## src/rtl/memmap_pkg.sv

```systemverilog
package memmap_pkg;

   typedef enum logic [1:0] {
      MODE_SINGLE = 2'd0,
      MODE_EXP    = 2'd1,
      MODE_BOOT   = 2'd2,
      MODE_TEST   = 2'd3
   } opmode_e;

   typedef struct packed {
      logic rboot;
      logic smod;
      logic mda;
   } modectl_t;

   localparam int SEL_REG  = 0;
   localparam int SEL_RAM  = 1;
   localparam int SEL_BOOT = 2;
   localparam int SEL_EE   = 3;
   localparam int SEL_EXT  = 4;
   localparam int NSEL     = 5;

   function automatic opmode_e pins_to_mode(input logic pb, input logic pa);
      case ({pb, pa})
         2'b10:   return MODE_SINGLE;
         2'b11:   return MODE_EXP;
         2'b00:   return MODE_BOOT;
         default: return MODE_TEST;
      endcase
   endfunction

   function automatic modectl_t mode_to_ctl(input opmode_e m);
      modectl_t c;
      case (m)
         MODE_SINGLE: c = '{rboot: 1'b0, smod: 1'b0, mda: 1'b0};
         MODE_EXP:    c = '{rboot: 1'b0, smod: 1'b0, mda: 1'b1};
         MODE_BOOT:   c = '{rboot: 1'b1, smod: 1'b1, mda: 1'b0};
         default:     c = '{rboot: 1'b0, smod: 1'b1, mda: 1'b1};
      endcase
      return c;
   endfunction

   function automatic logic has_ext_bus(input opmode_e m);
      return (m == MODE_EXP) || (m == MODE_TEST);
   endfunction

endpackage

```

## src/rtl/mm_mode_latch.sv

```systemverilog
module mm_mode_latch
   import memmap_pkg::*;
(
   input  logic     clk,
   input  logic     rst_n,
   input  logic     pin_b,
   input  logic     pin_a,
   output opmode_e  mode,
   output modectl_t ctl
);

   opmode_e mode_q;

   // Pins are sampled on every reset edge; the last one wins.
   always_ff @(posedge clk) begin
      if (!rst_n) mode_q <= pins_to_mode(pin_b, pin_a);
   end

   assign mode = mode_q;
   assign ctl  = mode_to_ctl(mode_q);

   // once out of reset the mode never moves
   a_r9_mode_hold: assert property (@(posedge clk) disable iff (!rst_n)
      rst_n |=> $stable(mode_q))
      else $error("mode changed outside reset");

endmodule

```

## src/rtl/mm_map_reg.sv

```systemverilog
module mm_map_reg #(
   parameter int BASE_W    = 4,
   parameter int DATA_W    = 8,
   parameter int WINDOW    = 64,
   parameter int MAP_RESET = 'h01
) (
   input  logic              clk,
   input  logic              rst_n,
   input  logic              smod,
   input  logic              wr_hit,
   input  logic [DATA_W-1:0] wdata,
   output logic [BASE_W-1:0] ram_base,
   output logic [BASE_W-1:0] reg_base
);

   localparam int MAP_W = 2 * BASE_W;
   localparam int CNT_W = $clog2(WINDOW + 1);
   localparam logic [CNT_W-1:0] CNT_END = CNT_W'(WINDOW);
   localparam logic [MAP_W-1:0] RST_VAL = MAP_W'(MAP_RESET);

   initial begin
      assert (WINDOW > 0) else $error("WINDOW must be positive");
      assert (DATA_W >= MAP_W) else $error("DATA_W too narrow for both bases");
      assert (MAP_RESET < (1 << MAP_W)) else $error("MAP_RESET does not fit");
   end

   logic [CNT_W-1:0] cnt_q;
   logic             used_q;
   logic [MAP_W-1:0] map_q;
   logic             closed;
   logic             accept;

   assign closed = (cnt_q == CNT_END);
   assign accept = wr_hit && (smod || (!used_q && !closed));

   // Saturating edge counter for the write window.
   always_ff @(posedge clk) begin
      if (!rst_n)       cnt_q <= '0;
      else if (!closed) cnt_q <= cnt_q + 1'b1;
   end

   always_ff @(posedge clk) begin
      if (!rst_n) begin
         map_q  <= RST_VAL;
         used_q <= 1'b0;
      end else if (accept) begin
         map_q  <= wdata[MAP_W-1:0];
         used_q <= 1'b1;
      end
   end

   assign ram_base = map_q[MAP_W-1:BASE_W];
   assign reg_base = map_q[BASE_W-1:0];

   // a used register is frozen in normal modes
   a_r3_write_once: assert property (@(posedge clk) disable iff (!rst_n)
      (!smod && used_q) |=> $stable(map_q))
      else $error("placement changed after first write");

   // closed window freezes the register in normal modes
   a_r4_window_shut: assert property (@(posedge clk) disable iff (!rst_n)
      (!smod && closed) |=> $stable(map_q))
      else $error("placement changed after window");

   // in special modes every write lands
   a_r5_special_write: assert property (@(posedge clk) disable iff (!rst_n)
      (smod && wr_hit) |=> (map_q == $past(wdata[MAP_W-1:0])))
      else $error("special-mode write lost");

endmodule

```

## src/rtl/mm_region_decode.sv

```systemverilog
module mm_region_decode
   import memmap_pkg::*;
#(
   parameter int ADDR_W     = 16,
   parameter int BLOCK_W    = 12,
   parameter int RAM_BYTES  = 1024,
   parameter int REG_BYTES  = 96,
   parameter int EE_BYTES   = 512,
   parameter int BOOT_BASE  = 'hBF00,
   parameter int BOOT_BYTES = 256
) (
   input  logic [ADDR_W-1:0]         addr,
   input  logic [ADDR_W-BLOCK_W-1:0] ram_base,
   input  logic [ADDR_W-BLOCK_W-1:0] reg_base,
   input  logic [ADDR_W-BLOCK_W-1:0] ee_base,
   input  logic                      ee_en,
   input  opmode_e                   mode,
   output logic [NSEL-1:0]           sel
);

   localparam int BASE_W = ADDR_W - BLOCK_W;
   localparam int BLK_SZ = 1 << BLOCK_W;
   localparam logic [BLOCK_W:0] REG_LIM = (BLOCK_W+1)'(REG_BYTES);
   localparam logic [BLOCK_W:0] RAM_LIM = (BLOCK_W+1)'(RAM_BYTES);
   localparam logic [BLOCK_W:0] EE_LO   = (BLOCK_W+1)'(BLK_SZ - EE_BYTES);
   localparam logic [ADDR_W:0]  BOOT_LO = (ADDR_W+1)'(BOOT_BASE);
   localparam logic [ADDR_W:0]  BOOT_HI = (ADDR_W+1)'(BOOT_BASE + BOOT_BYTES);
   localparam logic [BASE_W-1:0] TOP_BLK = '1;

   initial begin
      assert (BASE_W > 0) else $error("BLOCK_W must be below ADDR_W");
      assert (RAM_BYTES <= BLK_SZ) else $error("RAM larger than a block");
      assert (REG_BYTES < RAM_BYTES) else $error("register block must be smaller than RAM");
      assert (EE_BYTES <= BLK_SZ) else $error("EEPROM larger than a block");
      assert (BOOT_BASE + BOOT_BYTES <= (1 << ADDR_W)) else $error("boot ROM past top");
   end

   logic [BLOCK_W:0]   ofs;
   logic [BASE_W-1:0]  blk;
   logic [BASE_W-1:0]  ee_blk;
   logic [NSEL-1:0]    hit;
   logic [NSEL:0]      taken;

   assign ofs    = {1'b0, addr[BLOCK_W-1:0]};
   assign blk    = addr[ADDR_W-1:BLOCK_W];
   assign ee_blk = has_ext_bus(mode) ? ee_base : TOP_BLK;

   assign hit[SEL_REG]  = (blk == reg_base) && (ofs < REG_LIM);
   assign hit[SEL_RAM]  = (blk == ram_base) && (ofs < RAM_LIM);
   assign hit[SEL_BOOT] = (mode == MODE_BOOT) &&
                          ({1'b0, addr} >= BOOT_LO) && ({1'b0, addr} < BOOT_HI);
   assign hit[SEL_EE]   = ee_en && (blk == ee_blk) && (ofs >= EE_LO);
   assign hit[SEL_EXT]  = has_ext_bus(mode);

   // Fixed-priority chain: lower index wins.
   assign taken[0] = 1'b0;
   for (genvar i = 0; i < NSEL; i++) begin : g_prio
      assign sel[i]     = hit[i] && !taken[i];
      assign taken[i+1] = taken[i] || hit[i];
   end

endmodule

```

## src/rtl/mem_map_decode.sv

```systemverilog
module mem_map_decode
   import memmap_pkg::*;
#(
   parameter int ADDR_W     = 16,
   parameter int DATA_W     = 8,
   parameter int BLOCK_W    = 12,
   parameter int RAM_BYTES  = 1024,
   parameter int REG_BYTES  = 96,
   parameter int EE_BYTES   = 512,
   parameter int BOOT_BASE  = 'hBF00,
   parameter int BOOT_BYTES = 256,
   parameter int WINDOW     = 64,
   parameter int MAP_RESET  = 'h01,
   parameter int MAP_OFS    = 'h03D
) (
   input  logic                        clk,
   input  logic                        rst_n,
   input  logic                        mode_b,
   input  logic                        mode_a,
   input  logic [ADDR_W-1:0]           addr,
   input  logic                        wr,
   input  logic [DATA_W-1:0]           wdata,
   input  logic [ADDR_W-BLOCK_W-1:0]   ee_base,
   input  logic                        ee_en,
   output logic [4:0]                  sel,
   output logic                        ctl_rboot,
   output logic                        ctl_smod,
   output logic                        ctl_mda
);

   localparam int BASE_W = ADDR_W - BLOCK_W;
   localparam logic [BLOCK_W-1:0] MAP_AT  = BLOCK_W'(MAP_OFS);
   localparam logic [BLOCK_W:0]   REG_LIM = (BLOCK_W+1)'(REG_BYTES);

   initial begin
      assert (MAP_OFS < REG_BYTES) else $error("placement register outside register block");
   end

   opmode_e           mode;
   modectl_t          ctl;
   logic [BASE_W-1:0] ram_base;
   logic [BASE_W-1:0] reg_base;
   logic [NSEL-1:0]   sel_int;
   logic              wr_hit;

   mm_mode_latch u_mode (
      .clk   (clk),
      .rst_n (rst_n),
      .pin_b (mode_b),
      .pin_a (mode_a),
      .mode  (mode),
      .ctl   (ctl)
   );

   mm_region_decode #(
      .ADDR_W     (ADDR_W),
      .BLOCK_W    (BLOCK_W),
      .RAM_BYTES  (RAM_BYTES),
      .REG_BYTES  (REG_BYTES),
      .EE_BYTES   (EE_BYTES),
      .BOOT_BASE  (BOOT_BASE),
      .BOOT_BYTES (BOOT_BYTES)
   ) u_dec (
      .addr     (addr),
      .ram_base (ram_base),
      .reg_base (reg_base),
      .ee_base  (ee_base),
      .ee_en    (ee_en),
      .mode     (mode),
      .sel      (sel_int)
   );

   assign wr_hit = wr && sel_int[SEL_REG] && (addr[BLOCK_W-1:0] == MAP_AT);

   mm_map_reg #(
      .BASE_W    (BASE_W),
      .DATA_W    (DATA_W),
      .WINDOW    (WINDOW),
      .MAP_RESET (MAP_RESET)
   ) u_map (
      .clk      (clk),
      .rst_n    (rst_n),
      .smod     (ctl.smod),
      .wr_hit   (wr_hit),
      .wdata    (wdata),
      .ram_base (ram_base),
      .reg_base (reg_base)
   );

   assign sel       = sel_int;
   assign ctl_rboot = ctl.rboot;
   assign ctl_smod  = ctl.smod;
   assign ctl_mda   = ctl.mda;

   // never more than one region
   a_r10_onehot: assert property (@(posedge clk) disable iff (!rst_n)
      $onehot0(sel))
      else $error("multiple regions selected");

   // no external bus without one
   a_r10_no_ext: assert property (@(posedge clk) disable iff (!rst_n)
      (ctl.mda == 1'b0) |-> !sel[SEL_EXT])
      else $error("external select in a bus-less mode");

   // boot ROM only in bootstrap mode
   a_r8_boot_mode: assert property (@(posedge clk) disable iff (!rst_n)
      sel[SEL_BOOT] |-> ctl.rboot)
      else $error("boot ROM outside bootstrap mode");

   // EEPROM needs its enable
   a_r7_ee_enable: assert property (@(posedge clk) disable iff (!rst_n)
      sel[SEL_EE] |-> ee_en)
      else $error("EEPROM selected while disabled");

   // registers shadow RAM when they share a block
   a_r6_reg_wins: assert property (@(posedge clk) disable iff (!rst_n)
      ((addr[ADDR_W-1:BLOCK_W] == reg_base) &&
       ({1'b0, addr[BLOCK_W-1:0]} < REG_LIM)) |-> !sel[SEL_RAM])
      else $error("RAM answered inside register block");

endmodule

```

## config.mk

```make
export PLATFORM = sky130hd
export DESIGN_NAME = mem_map_decode
export DESIGN_NICKNAME = d
export VERILOG_FILES = /design/src/rtl/memmap_pkg.sv /design/src/rtl/mm_mode_latch.sv /design/src/rtl/mm_map_reg.sv /design/src/rtl/mm_region_decode.sv /design/src/rtl/mem_map_decode.sv
export SDC_FILE = /design/constraint.sdc
export NUM_CORES = 1
export LEC_CHECK = 0
export BUFFER_PORTS_ARGS = -buffer_cell sky130_fd_sc_hd__buf_4
export CAP_MARGIN = 40
export CELL_PAD_IN_SITES_DETAIL_PLACEMENT = 0
export CELL_PAD_IN_SITES_GLOBAL_PLACEMENT = 2
export CORE_ASPECT_RATIO = 1.5
export CORE_MARGIN = 2
export CORE_UTILIZATION = 26
export DETAILED_ROUTE_END_ITERATION = 7
export PLACE_DENSITY = 0.81
export RECOVER_POWER = 100
export SETUP_SLACK_MARGIN = 0.2
export SLEW_MARGIN = 30
export SYNTH_ARGS = -nofsm -noshare
export SYNTH_HDL_FRONTEND = slang
export SYNTH_SLANG_ARGS = --single-unit
```

## constraint.sdc

```tcl
create_clock -name clk -period 1.84 [get_ports clk]
set_input_delay 0.184 -clock clk [delete_from_list [all_inputs] [get_ports clk]]
set_output_delay 0.184 -clock clk [all_outputs]
set_load 0.01 [all_outputs]
```

# [After elaboration in Yosys (flattened, before gate mapping)]
# Cells that the tools add are included.
[totals] reg_bits=18 wordCells=50
[classes] addsub=1 order_cmp=5 n_eq_ne=10 muxes=3 reduce_logical=27
[ops] operator="16-bit >= comparator, second input constant" n=1
[ops] operator="16-bit less-than comparator, second input constant" n=1
[ops] operator="1-bit logical AND" n=14
[ops] operator="12-bit by 6-bit equality test with 1-bit output, second input constant" n=1
[ops] operator="4-bit equality test" n=3
[ops] operator="12-bit >= comparator, second input constant" n=1
[ops] operator="12-bit by 11-bit less-than comparator with 1-bit output, second input constant" n=1
[ops] operator="12-bit by 7-bit less-than comparator with 1-bit output, second input constant" n=1
[ops] operator="3-bit case mux with 3 select lines" n=1
[ops] operator="2-bit equality test, second input constant" n=4
[ops] operator="7-bit by 1-bit adder with 7-bit output, second input constant" n=1
[ops] operator="7-bit equality test, second input constant" n=1
[ops] operator="1-bit logical NOT" n=6
[ops] operator="2-bit case mux with 3 select lines" n=1
[ops] operator="1-bit logical OR" n=5
[ops] operator="2-bit logical NOT" n=2
[ops] operator="4-bit two-way mux" n=1
[ops] operator="2-bit by 1-bit equality test with 1-bit output, second input constant" n=1

# [Depth between registers and ports, before layout]
# Gate-level depths: netlist of the first run.
[depth] word_depth=9 depth_mapped=7

# [Modules after synthesis]
# From an unflattened synthesis of the first run, not the netlist that was laid out.
[hier_totals] cells_unflattened=128 area_unflattened_um2=1123.6
[modules_own_cells] module="mm_map_reg" instances=1 cells_each=80 area_per_inst_um2=716.9 seq_area_each_um2=320.3
[modules_own_cells] module="mm_region_decode" instances=1 cells_each=35 area_per_inst_um2=277.8 seq_area_each_um2=0.0
[modules_own_cells] module="mm_mode_latch" instances=1 cells_each=8 area_per_inst_um2=85.1 seq_area_each_um2=60.1
[modules_own_cells] module="mem_map_decode" instances=1 cells_each=5 area_per_inst_um2=43.8 seq_area_each_um2=0.0

# [Worst setup path before layout of the first run]
# Ideal clock, no wire load.
[synth_timing] kind="reg-to-reg" start="reg u_map.map_q[1]" end="reg u_map.map_q[1]" setup_time_ps=72 t_arrival_ps=1553 required_ps=1768 path_slack_ps=216 path_stages_with_launch=7 path_buffers=1 synth_period_minus_slack_ps=1624 path_cell_list="dfxtp_1 > xnor2_2 > nand4_1 > a2111oi_4 > and3_1 > buf_6 > mux2i_1"
[synth_via] elab_chain_len=5
[synth_rtl] element="start, declared" line="mm_map_reg.sv:29" rtl="logic [MAP_W-1:0] map_q;"
[synth_rtl] element="start signal, assigned" line="mm_map_reg.sv:47" rtl="map_q <= wdata[MAP_W-1:0];"
[synth_rtl] element="4-bit equality test" line="mm_region_decode.sv:48" rtl="assign hit[SEL_REG] = (blk == reg_base) && (ofs < REG_LIM);"
[synth_rtl] element="1-bit logical AND" line="mm_region_decode.sv:48"
[synth_rtl] element="named net sel[0]" line="mem_map_decode.sv:25" rtl="output logic [4:0] sel,"
[synth_rtl] element="1-bit logical AND (2 in a row)" line="mem_map_decode.sv:73" rtl="assign wr_hit = wr && sel_int[SEL_REG] && (addr[BLOCK_W-1:0] == MAP_AT);"
[synth_rtl] element="1-bit logical AND" line="mm_map_reg.sv:34" rtl="assign accept = wr_hit && (smod || (!used_q && !closed));"
# The timed path passes the listed nets, and every way through them passes these cells.
# A chain may end at the register's enable or synchronous reset.

# [Worst setup path in the final report of the first run]
[layout_timing] start="reg u_mode.mode_q[0] (netlist: u_mode.mode[0])" end="out sel[4]"
[layout_via] elab_chain_len=9
[layout_rtl] element="start, declared" line="mm_mode_latch.sv:12" rtl="opmode_e mode_q;"
[layout_rtl] element="start signal, assigned" line="mm_mode_latch.sv:16" rtl="if (!rst_n) mode_q <= pins_to_mode(pin_b, pin_a);"
[layout_rtl] element="2-bit by 1-bit equality test with 1-bit output / 2-bit equality test (equally long branches)" line="memmap_pkg.sv:44" rtl="return (m == MODE_EXP) || (m == MODE_TEST);"
[layout_rtl] element="1-bit logical OR" line="memmap_pkg.sv:44"
[layout_rtl] element="4-bit two-way mux" line="mm_region_decode.sv:46" rtl="assign ee_blk = has_ext_bus(mode) ? ee_base : TOP_BLK;"
[layout_rtl] element="4-bit equality test" line="mm_region_decode.sv:52" rtl="assign hit[SEL_EE] = ee_en && (blk == ee_blk) && (ofs >= EE_LO);"
[layout_rtl] element="1-bit logical AND (2 in a row)" line="mm_region_decode.sv:52"
[layout_rtl] element="1-bit logical OR" line="mm_region_decode.sv:59" rtl="assign taken[i+1] = taken[i] || hit[i];"
[layout_rtl] element="1-bit logical NOT" line="mm_region_decode.sv:58" rtl="assign sel[i] = hit[i] && !taken[i];"
[layout_rtl] element="1-bit logical AND (*)" line="mm_region_decode.sv:58"
[layout_rtl] element="end, declared" line="mem_map_decode.sv:25"
# Mark *: on every way between the ends. The rest lies on a longest branch, timed or not.

==> impl_metrics.tcl, run 1 <==
set metrics [dict create \
    n_fill_cell 406 \
    synth_commonest_cells "nand2_1, dfxtp_1, nor2_1" \
    min_from "mode_a" \
    rsz0062_at_grt "true" \
    dp_cells 205 \
    netlist_instances 123 \
    grt_max_degree 18 \
    p_leak_uw 0.000656 \
    io_buffer_count 41 \
    gp_congestion 0.852 \
    path_max_fanout 3 \
    layout.cells.non_filler 213 \
    drive_gt1_frac 0.411 \
    clock_power_share 0.355 \
    wl_per_cell_um 12.6 \
    synth.avg_cell_area_um2 8.62 \
    hold_class "in2reg" \
    hold_viol_final 0 \
    p_sw_uw 211 \
    synth_area_leader_cell "dfxtp_1" \
    start_util 0.270 \
    clk_pin_slew_ns 0.06 \
    internal_power_uw 691 \
    finalSetupViolations 0 \
    ant_nets 0 \
    finalNetCount 205 \
    clockBufferDepth 2 \
    finalSetupTns_ns 0 \
    worstSetupPathType "reg2out" \
    period_minus_slack_ns 1.81 \
    worstSetupEndpoint "sel[4]" \
    synth_area_leaders "dfxtp_1, xnor2_1, nand2_1" \
    h-tree-depth 1 \
    cap_violations 0 \
    crit_arrival_ns 1.62 \
    cp.required_ns 1.66 \
    powerDensity_mw_per_mm2 572 \
    ys_warn_count 0 \
    core_mm2 0.00392 \
    routed_wl_um 2690 \
    tightest_slew_ns 0.687 \
    post-route-util 0.402 \
    clk_latency_ns 0.25 \
    cts_buffers 3 \
    vias_per_cell 4.66 \
    r2r_slack_ns 0.16 \
    syn_area_mm2 0.00106 \
    overflow 0 \
    hold_buffers 0 \
    status "finished clean" \
    met2WireLength_um 1380 \
    swShare 0.234 \
    startpoint "u_mode.mode[0]" \
    finClkSkew_ns 0.00401 \
    r2r-end "u_map.map_q[5]" \
    syn2layout_area_growth_pct 48.9 \
    diodes 0 \
    wl_met1_um 978 \
    hpwl_um 2190 \
    yosysSeqAreaShare 0.359 \
    synth_edf_count 2 \
    cts_tree "done" \
    grt_pass1_vias 1060 \
    grtUsageTotal 0.122 \
    min_period_over_period 0.981 \
    die_y_um 82.2 \
    cts_root_buf "clkbuf_8" \
    num_rows 28 \
    critPathLaunchType "flip-flop" \
    routed.top_layer "met4" \
    endpoint_kind "primary output" \
    slew_headroom 0.542 \
    grt_pass1_wl_um 4410 \
    synthMostInstantiatedCell "nand2_1" \
    max_freq_mhz 554 \
    route.detailed.drc 0 \
    die_w_um 56.1 \
    synthDistinctLibCells 29 \
    async_flop_share 0 \
    power_frac_seq 0.462 \
    antenna_found_initial 0 \
    slew_violations 0 \
    num_vias 993 \
    drt_iter0_drc 28 \
    wl_met3_um 181 \
    drt-pass1-iter-count 3 \
    synth_top_flop_cell "dfxtp_1" \
    die_area_mm2 0.00461 \
    worst-r2r-cell-count 7 \
    ys_ff_latch 18 \
    combinationalPowerShare 0.183 \
    regArea_um2 387 \
    ir_drop_v 0.000446 \
    cts.sinks 18 \
    synth_nets 159 \
    multi_input_area_um2 669 \
    reg2reg_from "u_map.map_q[1]" \
    ios 42 \
    synth_top_area_frac 0.302 \
]
[cells by family (layout without fill, tap and decap cells)]
logic type	after synthesis	in the layout	synth area share
simple gates	56	56	0.266
flops	18	18	0.359
xor+xnor	17	17	0.148
buf+inv	14	59	0.0638
compound gates	9	9	0.0744
mux	7	7	0.0661
fa+ha+maj	2	2	0.0236
[stage by stage]
step	cell area (µm²)	power, µW	hold slack [ns]	worst slack, ns
3_5_place_dp	1420	577	0.380	0.0368
6_report	1580	903	0.141	0.0347
5_1_grt	1580	942	0.135	-0.0568
3_3_place_gp	1420	575	0.381	0.0843
2_1_floorplan	1060	490	0.315	0.216
4_1_cts	1510	907	0.113	0.0212
[sequential cells by signal (all words and copies together), names as in the netlist]
| signal | count |
|---|---|
| u_mode.mode | 2 |
| u_map.map_q | 8 |
| u_map.used_q | 1 |
| u_map.cnt_q | 7 |
[cell type report]
| cell class | instances | area share |
|---|---|---|
| multi-input combinational | 91 | 0.424 |
| timing repair buffer | 48 | 0.243 |
| sequential | 18 | 0.245 |
| inverter | 7 | 0.0167 |
| clock buffer | 4 | 0.0349 |
| tap | 45 | 0.0357 |
[power by group through the flow]
stage | clock [µW] | sequential [µW] | combinational (µW)
2_1_floorplan | 0 | 424 | 66.2
3_3_place_gp | 0 | 424 | 150
3_5_place_dp | 0 | 425 | 152
4_1_cts | 335 | 416 | 156
5_1_grt | 344 | 419 | 180
6_report | 320 | 417 | 165
[critical path: stages, from the launching register on]
cell      delay, ns
edfxtp_1       0.41
nor2b_4        0.15
xnor2_1        0.12
nor4_1         0.22
o21ai_1        0.12
and4b_2        0.24
buf_6          0.12
[placed cells by master (no fill, tap or decap), types with 2 or more instances in the layout]
master | synthesis | routed
o21a_1 | 2 | 2
clkbuf_1 | 5 | 2
nor3_1 | 2 | 2
dfxtp_2 | 0 | 5
nand3_1 | 6 | 5
nand2_1 | 20 | 20
xnor2_1 | 9 | 7
inv_1 | 7 | 7
nor2_1 | 14 | 13
xor2_1 | 7 | 7
dfxtp_1 | 16 | 11
a21oi_1 | 3 | 2
mux2i_1 | 7 | 7
nand4b_1 | 2 | 2
buf_4 | 0 | 38
edfxtp_1 | 2 | 2
nor2b_4 | 0 | 2
clkbuf_4 | 0 | 2
ha_1 | 2 | 2
buf_6 | 2 | 5
xnor2_2 | 1 | 3
clkbuf_8 | 0 | 4
[layer usage]
metal  vias up  global-route usage
met1       441               0.116
met5         -                   0
met4         0              0.0952
met3        12              0.0187
li1        496                   -
met2        44               0.233
[how the worst min path moves through the flow]
stage                           endpoint  slack (ns)  depth (start not counted)
final                     u_mode.mode[0]        0.14                          1
after CTS                 u_mode.mode[0]        0.11                          1
after floorplan           u_mode.mode[1]        0.32                          1
after global routing      u_mode.mode[0]        0.13                          1
after detailed placement  u_mode.mode[0]        0.38                          1
after global placement    u_mode.mode[0]        0.38                          1
[repair_timing]
action,in CTS,in global routing
setup buffers,1,3
setup endpoints to repair,14,14
pin swaps,7,3
resized for setup,9,14
No activity file was read; power rests on OpenSTA's default activity.
==> run 2, diff against run 1 <==
--- a/config.mk
+++ b/config.mk
@@ -11,10 +11,10 @@
 export CELL_PAD_IN_SITES_GLOBAL_PLACEMENT = 2
 export CORE_ASPECT_RATIO = 1.5
 export CORE_MARGIN = 2
-export CORE_UTILIZATION = 26
+export CORE_UTILIZATION = 28
+export CTS_BUF_LIST = sky130_fd_sc_hd__clkbuf_8
 export DETAILED_ROUTE_END_ITERATION = 7
-export PLACE_DENSITY = 0.81
-export RECOVER_POWER = 100
+export PLACE_DENSITY = 0.86
 export SETUP_SLACK_MARGIN = 0.2
 export SLEW_MARGIN = 30
 export SYNTH_ARGS = -nofsm -noshare
==> run 2 against run 1 <==
Critical path depth is the same. Routed wire length grew 6.7%. First-iteration DRC count shrank 71%. Fmax grew 0.26%. Global-route usage grew 1.2 points. Largest cell class unchanged. Worst hold slack lost 0.017 ns. Sequential cell count is the same. Via count shrank 1.0%.
==> impl_metrics.tcl, run 2 (synthesized netlist as in run 1, its figures left out) <==
set metrics [dict create \
    drt_iter0_drc 8 \
    die_w_um 54.2 \
    cts_tree "done" \
    drive_gt1_frac 0.432 \
    worstSetupPathType "reg2out" \
    start_util 0.290 \
    final_cell_mix "buf_4, nand2_1, nor2_1" \
    ir_drop_v 0.000284 \
    largest_register_ffs 8 \
    cts_root_buf "clkbuf_8" \
    cp.depth 6 \
    dp_cells 203 \
    fin_hold_ws_ns 0.125 \
    gp_congestion 0.737 \
    total_power_uw 897 \
    period_minus_slack_ns 1.80 \
    core_mm2 0.00365 \
    p_leak_uw 0.000678 \
    path_max_fanout 3 \
    max_freq_mhz 555 \
    hold_viol_final 0 \
    worstSetupEndpoint "sel[4]" \
    drt-pass1-iter-count 4 \
    worst-r2r-cell-count 7 \
    cp_slowest_stage_delay_ns 0.43 \
    cp_slowest_cell "edfxtp_1" \
    hpwl_um 2260 \
    num_rows 27 \
    routed_wl_um 2870 \
    finClkSkew_ns 0.00474 \
    setup_ws_ns 0.0394 \
    tightest_slew_ns 0.308 \
    finalNetCount 206 \
    mostFrequentLayoutCell "buf_4" \
    critPathTopFamily "simple AND/OR/NAND/NOR gates" \
    crit_chain "nor2b_4 > xnor2_1 > nor4_1 > o21ai_1 > and4b_2 > buf_6" \
    status "finished clean" \
    num_vias 983 \
    grtUsageTotal 0.134 \
    clockBufferDepth 2 \
    crit_buf_inv 1 \
    grt_max_degree 18 \
    min_period_over_period 0.979 \
    r2r_slack_ns 0.15 \
    critPathLaunchType "flip-flop" \
    syn2layout_area_growth_pct 51.7 \
    slew_headroom 0.793 \
    post-place-ws_ns 0.0288 \
    cts.sinks 18 \
    clk_latency_ns 0.25 \
    die_area_mm2 0.00430 \
    route.detailed.drc 0 \
    clk_pin_slew_ns 0.06 \
    rsz0062_at_grt "true" \
    hold_class "in2reg" \
    layout.cells.non_filler 212 \
    hold_buffers 0 \
    regMostFlops "u_map.map_q" \
    grt_pass1_vias 1031 \
    powerDensity_mw_per_mm2 558 \
    cp.required_ns 1.66 \
    ant_nets 0 \
    crit_arrival_ns 1.62 \
    grt_pass1_wl_um 4180 \
    slew_violations 0 \
    ios 42 \
    cts_buffers 3 \
    finalSetupViolations 0 \
    endpoint_kind "primary output" \
    placed_area_mm2 0.00142 \
    r2r-end "u_map.map_q[6]" \
    wl_per_cell_um 13.5 \
    io_buffer_count 41 \
    vias_per_cell 4.64 \
    overflow 0 \
    antenna_found_initial 0 \
    reg2reg_from "u_map.map_q[0]" \
    die_y_um 79.3 \
    stdcell_area_mm2 0.00161 \
    startpoint "u_mode.mode[0]" \
    h-tree-depth 1 \
    diodes 0 \
    cap_violations 0 \
]
[run 2: cell types whose count changed in the layout (fill, tap and decap cells not counted), sizes merged]
| cell | delta |
|---|---|
| buf | +4 |
| clkbuf | -3 |
[run 2: stage by stage]
stage,TNS [ns],utilization
after floorplan,0,-
after global placement,0,0.388
after detailed placement,0,0.388
after CTS,0,0.415
after global routing,-0.122,0.441
final,0,0.441
[run 2: final cells by class]
type | count | area (µm²)
clock buffer | 4 | 55.1
timing repair buffer | 49 | 409
fill | 381 | 2040
inverter | 7 | 26.3
tap | 43 | 53.8
multi-input combinational | 91 | 676
sequential | 18 | 388
[run 2: worst min-delay path by stage]
| stage | from | endpoint | slack [ns] | depth (start not counted) |
|---|---|---|---|---|
| CTS | mode_a | u_mode.mode[0] | 0.12 | 1 |
| global route | mode_a | u_mode.mode[0] | 0.12 | 1 |
| detailed placement | mode_a | u_mode.mode[0] | 0.39 | 1 |
| global placement | mode_a | u_mode.mode[0] | 0.38 | 1 |
| floorplan | mode_b | u_mode.mode[1] | 0.32 | 1 |
| finish | mode_a | u_mode.mode[0] | 0.12 | 1 |
[run 2: worst register-to-register path, cell delays in order (launching register included)]
cell	delay [ns]
dfxtp_2	0.36
xnor2_2	0.11
nand4_1	0.18
a2111oi_4	0.25
buf_4	0.20
and3_4	0.21
buf_12	0.13
mux2i_1	0.19
[run 2: power breakdown]
part / leakage (µW) / internal (µW) / switching (µW)
registers: 0.000151 / 406 / 11.0
clock network: 0.0000288 / 190 / 127
logic: 0.000499 / 93.0 / 69.9
[run 2: timing repair]
action / in CTS / in global routing
hold endpoints to repair: 0 / 0
buffers inserted: 3 / 1
cloned: 0 / 1
setup endpoints to repair: 14 / 14
gates resized for setup: 9 / 13
pin swaps: 7 / 4
[run 2: layer usage]
layer,share of wire,GRT usage,vias up
met5,0,0,-
met4,0.010,0.0525,0
met3,0.062,0.0132,4
met1,0.35,0.114,438
li1,-,-,503
met2,0.57,0.283,38
==> run 3, diff against run 2 <==
--- a/config.mk
+++ b/config.mk
@@ -7,14 +7,12 @@
 export LEC_CHECK = 0
 export BUFFER_PORTS_ARGS = -buffer_cell sky130_fd_sc_hd__buf_4
 export CAP_MARGIN = 40
-export CELL_PAD_IN_SITES_DETAIL_PLACEMENT = 0
-export CELL_PAD_IN_SITES_GLOBAL_PLACEMENT = 2
 export CORE_ASPECT_RATIO = 1.5
 export CORE_MARGIN = 2
-export CORE_UTILIZATION = 28
+export CORE_UTILIZATION = 49
 export CTS_BUF_LIST = sky130_fd_sc_hd__clkbuf_8
 export DETAILED_ROUTE_END_ITERATION = 7
-export PLACE_DENSITY = 0.86
+export PLACE_DENSITY = 0.85
 export SETUP_SLACK_MARGIN = 0.2
 export SLEW_MARGIN = 30
 export SYNTH_ARGS = -nofsm -noshare
==> run 3 against run 2 <==
The flow now finishes with violations (negative setup slack). Clock-buffer cell count is 1 lower. Clock power decreased by 13%. Fmax decreased by 5.7%. Clock skew decreased by 0.0017 ns. Worst hold slack got worse by 0.012 ns. Sequential cell count unchanged. Total power shrank 4.9%. First-iteration DRC count increased by 140%. Die area is 41% lower. Register-to-register slack got worse by 0.13 ns. Global-route usage rose by 10 points. Critical path type unchanged. Largest power group unchanged.
==> impl_metrics.tcl, run 3 (synthesized netlist as in run 1, its figures left out) <==
set metrics [dict create \
    critPathLaunchType "flip-flop" \
    layout.cells.non_filler 189 \
    cts_tree "done" \
    die_y_um 61.0 \
    drt_iter0_drc 19 \
    hold_viol_final 0 \
    die_w_um 42.0 \
    grt_pass1_vias 1063 \
    drt-pass1-iter-count 4 \
    core_mm2 0.00203 \
    ir_drop_v 0.000512 \
    grtUsageMet2 0.469 \
    dp_cells 182 \
    routed_wl_um 2790 \
    swShare 0.243 \
    cap_violations 0 \
    crit_arrival_ns 1.72 \
    wl_per_cell_um 14.8 \
    cp_slowest_stage_delay_ns 0.42 \
    mostFrequentLayoutCell "buf_4" \
    p_sw_uw 207 \
    cts.sinks 18 \
    fin_hold_ws_ns 0.113 \
    r2r_slack_ns 0.02 \
    violations "negative setup slack" \
    start_util 0.523 \
    die_area_mm2 0.00256 \
    route.detailed.drc 0 \
    grt_pass1_wl_um 4600 \
    hold_class "in2reg" \
    internal_power_uw 646 \
    grt_max_degree 18 \
    p_leak_uw 0.000652 \
    ant_nets 0 \
    h-tree-depth 1 \
    crit_chain "nor2b_4 > xnor2_1 > nor4_1 > o21ai_1 > and4b_2 > buf_6" \
    hpwl_um 2020 \
    final_cell_mix "buf_4, nand2_1, nor2_1" \
    finalNetCount 204 \
    n_fill_cell 138 \
    regMostFlops "u_map.map_q" \
    cts_buffers 3 \
    period_minus_slack_ns 1.91 \
    endpoint_kind "primary output" \
    min_period_over_period 1.04 \
    clock_power_share 0.323 \
    io_buffer_count 41 \
    powerDensity_mw_per_mm2 557 \
    gr-usage-met3 0.0268 \
    cts_root_buf "clkbuf_8" \
    grtUsageTotal 0.239 \
    cp_slowest_cell "edfxtp_1" \
    grt.busiest_layer "met2" \
    startpoint "u_mode.mode[0]" \
    path_max_fanout 3 \
    reg2reg_from "u_map.map_q[3]" \
    largest_register_ffs 8 \
    syn2layout_area_growth_pct 44.6 \
    vias_per_cell 5.37 \
    diodes 0 \
    rsz0062_at_grt "true" \
    overflow 0 \
    met1_usage 0.236 \
    worstSetupPathType "reg2out" \
    num_vias 1015 \
    drive_gt1_frac 0.395 \
    clockBufferDepth 2 \
    max_freq_mhz 524 \
    post-place-ws_ns 0.0462 \
    post-route-util 0.756 \
    slew_violations 0 \
    antenna_found_initial 0 \
    combinationalPowerShare 0.189 \
    finClkSkew_ns 0.00304 \
    clk_pin_slew_ns 0.07 \
    setup_ws_ns -0.0685 \
    num_rows 20 \
    tightest_slew_ns 0.290 \
    power_frac_seq 0.489 \
    min_from "mode_a" \
    cp.required_ns 1.66 \
    gp_congestion 0.818 \
    finalSetupViolations 1 \
    status "finished with violations" \
    clk_latency_ns 0.25 \
    slew_headroom 0.806 \
    ios 42 \
]
==> run 3: cell count changes in the layout (fill, tap and decap cells not counted), moves of 2 or more <==
cell and delta:
dfxtp_2 -2, xnor2_2 -2, xnor2_1 +2, dfxtp_1 +2, buf_4 -2
==> run 3: worst max-delay path, delay by kind of cell, from the launching register on <==
kind | cells | cell delay [ns]
compound gates | 1 | 0.16
xor+xnor | 1 | 0.11
buf+inv | 1 | 0.12
flops | 1 | 0.42
simple gates | 3 | 0.66
==> run 3: power by group through the flow <==
stage,Clock [µW],Combinational [µW],Sequential [µW]
after floorplan,0,66.2,424
after global placement,0,145,424
after detailed placement,0,150,425
after CTS,282,158,417
after global routing,295,175,418
final,275,161,417
==> run 3: final cells by class <==
cell class / count / area [µm²] / area share
clock buffer: 3 / 41.3 / 0.0269
sequential: 18 / 385 / 0.251
tap: 22 / 27.5 / 0.0180
multi-input combinational: 91 / 652 / 0.425
timing repair buffer: 47 / 397 / 0.259
clock inverter: 1 / 3.75 / 0.00245
inverter: 7 / 26.3 / 0.0171
==> run 3: worst paths after layout <==
| path | to | cells past startpoint |
|---|---|---|
| min reg2reg | u_map.map_q[4] | 2 |
| max | sel[4] | 6 |
| min | u_mode.mode[0] | 1 |
| max reg2reg | u_map.map_q[2] | 7 |
==> run 3: per-layer routing <==
layer,vias up,wire length [µm]
li1,500,-
met1,463,995
met2,41,1520
met3,11,167
met4,0,106
met5,-,0
==> run 3: timing repair <==
item	CTS	global route
hold buffers	0	0
gates cloned	1	0
endpoints found under the setup margin	14	14
buffers inserted	1	1
pin swaps	6	1
gates resized for setup	15	3
==> run 3: through the flow <==
step           TNS [ns]  total power (µW)  cell area, µm²
6_report        -0.0685               853            1530
5_1_grt          -0.252               888            1530
4_1_cts        -0.00523               857            1510
3_5_place_dp          0               575            1390
3_3_place_gp          0               569            1390
2_1_floorplan         0               490            1060
